<file path="src/rtl/ebs_pkg.sv">
package ebs_pkg;
   // Decide whether a phase lies in the window [start, start+width).
   // The width parameter is used so a wrap past PHASES never happens.
   function automatic logic phase_in_window(input int unsigned ph,
                                            input int unsigned start,
                                            input int unsigned width);
      return (ph >= start) && (ph < start + width);
   endfunction
endpackage

</file>
<file path="src/rtl/ebs_phase_ctr.sv">
module ebs_phase_ctr #(
   parameter int PHASES = 12,
   localparam int CNT_W = $clog2(PHASES)
) (
   input  logic             clk,
   input  logic             rst_n,
   input  logic             osc_tick,
   output logic [CNT_W-1:0] phase_q,
   output logic [CNT_W-1:0] phase_nxt
);
   localparam logic [CNT_W-1:0] LAST = CNT_W'(PHASES - 1);

   if (PHASES < 4) begin : g_bad_phases
      $error("ebs_phase_ctr: PHASES must be at least 4");
   end

   always_comb begin
      if (phase_q == LAST) phase_nxt = '0;
      else                 phase_nxt = phase_q + 1'b1;
   end

   always_ff @(posedge clk or negedge rst_n) begin
      if (!rst_n)        phase_q <= '0;
      else if (osc_tick) phase_q <= phase_nxt;
   end

   AST_PHASE_RANGE: assert property (@(posedge clk) disable iff (!rst_n)
      phase_q <= LAST);
   AST_PHASE_STEP: assert property (@(posedge clk) disable iff (!rst_n)
      (osc_tick && phase_q != LAST) |=> phase_q == $past(phase_q) + 1'b1);
   AST_PHASE_WRAP: assert property (@(posedge clk) disable iff (!rst_n)
      (osc_tick && phase_q == LAST) |=> phase_q == '0);
   AST_PHASE_HOLD: assert property (@(posedge clk) disable iff (!rst_n)
      !osc_tick |=> $stable(phase_q));
endmodule

</file>
<file path="src/rtl/ebs_slot_bank.sv">
module ebs_slot_bank #(
   parameter int PHASES = 12,
   parameter int SLOTS  = 2,
   parameter int OFFSET = 0,
   parameter int WIDTH  = 2,
   localparam int CNT_W = $clog2(PHASES),
   localparam int SPAN  = PHASES / SLOTS
) (
   input  logic [CNT_W-1:0] phase,
   output logic [SLOTS-1:0] slot_hit
);
   import ebs_pkg::*;

   if (WIDTH < 1 || OFFSET + WIDTH > SPAN) begin : g_bad_window
      $error("ebs_slot_bank: window does not fit within one slot");
   end

   for (genvar s = 0; s < SLOTS; s++) begin : g_slot
      localparam int START = s * SPAN + OFFSET;
      assign slot_hit[s] = phase_in_window(int'(phase), START, WIDTH);
   end
endmodule

</file>
<file path="src/rtl/ext_bus_strobe_gen.sv">
module ext_bus_strobe_gen #(
   parameter int PHASES   = 12,
   parameter int SLOTS    = 2,
   parameter int ALE_W    = 2,
   parameter int PSEN_OFS = 3,
   parameter int PSEN_W   = 3
) (
   input  logic clk,
   input  logic rst_n,
   input  logic osc_tick,
   input  logic xdata_cycle,
   input  logic move_instr,
   input  logic ale_off,
   input  logic ext_exec,
   output logic ale_out,
   output logic psen_out
);
   localparam int CNT_W     = $clog2(PHASES);
   localparam int SPAN      = PHASES / SLOTS;
   localparam int LAST_SLOT = SLOTS - 1;

   if (SLOTS < 2 || PHASES % SLOTS != 0) begin : g_bad_slots
      $error("ext_bus_strobe_gen: PHASES must split evenly into at least two slots");
   end
   if (ALE_W > PSEN_OFS) begin : g_bad_overlap
      $error("ext_bus_strobe_gen: latch pulse would overlap the read strobe");
   end

   logic [CNT_W-1:0] phase_q, phase_nxt;
   logic [SLOTS-1:0] ale_hit, psen_hit, ale_keep;
   logic             ale_allowed, ale_d, psen_d;

   ebs_phase_ctr #(.PHASES(PHASES)) u_ctr (
      .clk      (clk),
      .rst_n    (rst_n),
      .osc_tick (osc_tick),
      .phase_q  (phase_q),
      .phase_nxt(phase_nxt)
   );

   ebs_slot_bank #(.PHASES(PHASES), .SLOTS(SLOTS), .OFFSET(0), .WIDTH(ALE_W)) u_ale_slots (
      .phase   (phase_nxt),
      .slot_hit(ale_hit)
   );

   ebs_slot_bank #(.PHASES(PHASES), .SLOTS(SLOTS), .OFFSET(PSEN_OFS), .WIDTH(PSEN_W)) u_psen_slots (
      .phase   (phase_nxt),
      .slot_hit(psen_hit)
   );

   // A data access drops only the final latch pulse of the machine cycle.
   for (genvar s = 0; s < SLOTS; s++) begin : g_keep
      if (s == LAST_SLOT) begin : g_last
         assign ale_keep[s] = !xdata_cycle;
      end else begin : g_other
         assign ale_keep[s] = 1'b1;
      end
   end

   assign ale_allowed = !ale_off || ext_exec || move_instr;
   assign ale_d       = ale_allowed && |(ale_hit & ale_keep);
   assign psen_d      = ext_exec && !xdata_cycle && |psen_hit;

   always_ff @(posedge clk or negedge rst_n) begin
      if (!rst_n) begin
         ale_out  <= 1'b0;
         psen_out <= 1'b0;
      end else if (osc_tick) begin
         ale_out  <= ale_d;
         psen_out <= psen_d;
      end
   end

   AST_STROBE_HOLD: assert property (@(posedge clk) disable iff (!rst_n)
      !osc_tick |=> ($stable(ale_out) && $stable(psen_out)));
   AST_ALE_SKIP: assert property (@(posedge clk) disable iff (!rst_n)
      (osc_tick && xdata_cycle) |=> !(ale_out && int'(phase_q) >= LAST_SLOT * SPAN));
   AST_ALE_MUTED: assert property (@(posedge clk) disable iff (!rst_n)
      (osc_tick && ale_off && !ext_exec && !move_instr) |=> !ale_out);
   AST_PSEN_XDATA: assert property (@(posedge clk) disable iff (!rst_n)
      (osc_tick && (xdata_cycle || !ext_exec)) |=> !psen_out);
   AST_STROBE_EXCL: assert property (@(posedge clk) disable iff (!rst_n)
      !(ale_out && psen_out));
endmodule

</file>
<file path="config.mk">
export PLATFORM = sky130hd
export DESIGN_NAME = ext_bus_strobe_gen
export DESIGN_NICKNAME = d
export VERILOG_FILES = /design/src/rtl/ebs_pkg.sv /design/src/rtl/ebs_phase_ctr.sv /design/src/rtl/ebs_slot_bank.sv /design/src/rtl/ext_bus_strobe_gen.sv
export SDC_FILE = /design/constraint.sdc
export NUM_CORES = 1
export LEC_CHECK = 0
export CORE_AREA = 2 2 39 41
export CTS_BUF_LIST = sky130_fd_sc_hd__clkbuf_2
export DETAILED_ROUTE_END_ITERATION = 16
export DIE_AREA = 0 0 41 43
export PLACE_DENSITY = 0.67
export SLEW_MARGIN = 30
export SYNTH_ARGS = -nofsm -noshare
export SYNTH_HDL_FRONTEND = slang
export SYNTH_SLANG_ARGS = --single-unit
</file>
<file path="constraint.sdc">
create_clock -name clk -period 4.81 [get_ports clk]
set_input_delay 0.7215 -clock clk [delete_from_list [all_inputs] [get_ports clk]]
set_output_delay 0.7215 -clock clk [all_outputs]
set_load 0.02 [all_outputs]
</file>
==> flow_summary_export.csv <==
group,metric,value,unit
outcome,status,"complete, no violations",
finish,finalNonFillerCells,73,
finish,postLayoutCoreUtil,0.394,
synth,ys_top_cells_by_count,"dfrtp_1 (6), a21oi_1 (4), nand2_1 (4)",
pwr,p_sw_frac,0.435,
setup_path,crit_fanout,9,
synth,syn_area,458,sq um
global_routing,grt-ovfl-total,0,
floorplan,std_cell_rows,14,
synth,ys_ff_latch,6,
setup_path,timing_worst_setup_path_type,"input port to flip-flop",
drt,post-route-drc-count,0,
finish,fillCellCount,144,
synth,synth_flop_cell,"dfrtp_1",
global_routing,grt_use_total,0.135,
synth,syn_nets,59,
cts,cts_max_level,1,
drt,wl_per_cell,11.9,microns
finish,area_delta_synth_final,19.1,%
placed_design,place_area,531,sq um
pwr,powerDensity,553,nW/um^2
pwr,p_leak,0.231,nW
global_routing,grt_max_degree,13,
placed_design,dp.cells,70,
sta,setup_viol,0,
placed_design,dpl.hpwl,685,microns
setup_path,endpoint_kind,"flip-flop",
pwr,p_int,0.170,mW
sta,rsz0062_at_grt,"false",
setup_path,slowest_delay,0.62,ns
sta,relSlewSlack,0.778,
cts,cts_resized,0,
synth,synth.area.top_cells,"dfrtp_1 (33%), ha_1 (8.2%), buf_6 (4.9%), a21oi_1 (4.4%), mux2i_1 (4.4%)",
setup_path,crit_required,4.96,ns
setup_path,r2r_start,"u_ctr.phase_q[0]",
worst_hold_path,whs_path_depth,1,
cts,cts_setup_buffers,0,
finish,diodes,0,
sta,min_period_over_period,0.405,
drt,num_vias,385,
setup_path,path_delay_family,"simple AND/OR/NAND/NOR gates",
drt,routed_wl,871,microns
setup_path,crit_cells,4,
floorplan,die_area,1760,sq um
setup_path,reg2reg_depth,6,
setup_path,worst_path_max_delay_cell,"clkdlybuf4s50_1",
cts,clk_pin_slew,0.07,ns
sta,hold_ws,0.492,ns
cts,root_buffer,"clkbuf_2",
floorplan,start_util,0.331,
setup_path,rrSetupSlack,3.04,ns
pwr,ir_worst_vdd,0.239,mV
pwr,seq_power_share,0.343,
cts,cts_tree,"yes",
floorplan,ios,9,
drt,drtIter0Drc,5,
sta,fmax,0.513,GHz
global_routing,grt_pass1_wl,1.59,mm
setup_path,critPathArrivalTime,2.09,ns
floorplan,die_w,41,microns
synth,synth_edf_count,0,
cts,insertion_delay,0.22,ns
drt,drtAntennaViolNets,0,
worst_hold_path,min_from,"ale_out",
sta,finalSetupTns,0,ns
pwr,combPwrFrac,0.540,
sta,slew_viol_final,0,
setup_path,start_kind,"input port",
pwr,p_switching,0.131,mW
setup_path,crit_buf_inv,1,
synth,synth_most_common_cell,"dfrtp_1",
sta,skew,0.00973,ns
synth,async_reset_ff_frac,1.00,
run,drv_cap,0,
global_routing,antenna_found_initial,0,
synth,synth_warnings,0,
floorplan,die_y,43,microns
synth,synth.avg_cell_area,9.35,sq um
finish,fin_nets,69,
sta,worst_slew_pin_slew,0.333,ns
synth,yosys.area.top_type,"dfrtp_1",
global_routing,grt_pass1_vias,382,
pwr,pwr-share-clk,0.117,
synth,postSynthCellCount,49,
synth,yosys.area.top_type_share,0.328,
cts,cts.sink_count,6,
finish,finalInstanceArea,546,sq um
cts,cts_buffer_depth,2,
setup_path,crit_chain,"clkdlybuf4s50_1, nand3b_1, or4_1, o211ai_1",
drt,first_pass_iters,4,
placed_design,gp_congestion,0.779,
finish,drive_gt1_frac,0.123,
sta,min_period,1.95,ns
placed_design,portBuffers,8,
cts,ctsHoldBuffers,0,
floorplan,core_area,1380,sq um
synth,yosysUniqueCellTypes,27,
sta,final-hold-violation-count,0,
drt,viasPerCell,5.27,
worst_hold_path,min_path_type,"flip-flop to flip-flop",
setup_path,worst_r2r_endpoint,"psen_out",
synth,yosysSeqAreaShare,0.328,
cts,cts_made_buffers,3,
worst_hold_path,min_to,"ale_out",
## how the worst max path moves through the flow
stage,from,end
2_1_floorplan,osc_tick,psen_out
3_3_place_gp,osc_tick,psen_out
3_5_place_dp,osc_tick,psen_out
4_1_cts,osc_tick,psen_out
5_1_grt,osc_tick,psen_out
6_report,osc_tick,psen_out
## through the flow
step	setup slack [ns]	total power, mW
finish	2.86	0.302
global route	2.76	0.335
CTS	2.88	0.306
detailed placement	2.63	0.269
global placement	2.66	0.264
floorplan	3.19	0.235
## logic make-up after synthesis
family / count (synthesis) / synth area share
and+or+nand+nor: 18 / 0.235
AOI/OAI and AO/OA: 12 / 0.183
buffers and inverters: 6 / 0.0847
DFF: 6 / 0.328
muxes: 3 / 0.0683
adders and majority gates: 3 / 0.0820
xor gates and xnor gates: 1 / 0.0191
## power by group through the flow
stage          clock network, mW  logic, mW  registers, mW
6_report                  0.0353      0.163          0.104
2_1_floorplan                  0      0.136         0.0987
3_5_place_dp                   0      0.165          0.104
3_3_place_gp                   0      0.161          0.103
5_1_grt                   0.0397      0.185          0.109
4_1_cts                   0.0382      0.165          0.103
## registers in the layout (all words and copies together), names as in the netlist
signal,count
ale_out,1
u_ctr.phase_q,4
psen_out,1
## routing by layer
metal  vias to the layer above  share of wire  GRT usage
met5                         -              0          0
met4                         0         0.0080      0.100
met3                         2          0.046     0.0314
met2                        12           0.52      0.194
met1                       180           0.43      0.168
li1                        191              -          -
## layout make-up
cell class	instances	area, sq um	share of cell area
Multi-Input combinational cell	37	269	0.493
Inverter	3	11.3	0.0206
Clock buffer	3	15.0	0.0275
Sequential cell	6	150	0.275
Tap cell	16	20.0	0.0367
Timing Repair Buffer	8	80.1	0.147
## placed cells by master (no fill, tap or decap), drive strengths merged
cell	n
nand3b	2
mux2	1
clkbuf	3
nand2	4
nand2b	1
a21oi	4
xnor2	1
clkdlybuf4s50	8
ha	3
a211oi	1
inv	3
dfrtp	6
mux2i	2
and3b	1
and2b	1
nor2	3
or4	1
nor4b	1
a41oi	1
a32o	1
nor2b	1
nor3b	2
o211ai	1
o21ai	3
a21boi	1
nand3	1
(Power assumes the default switching activity.)
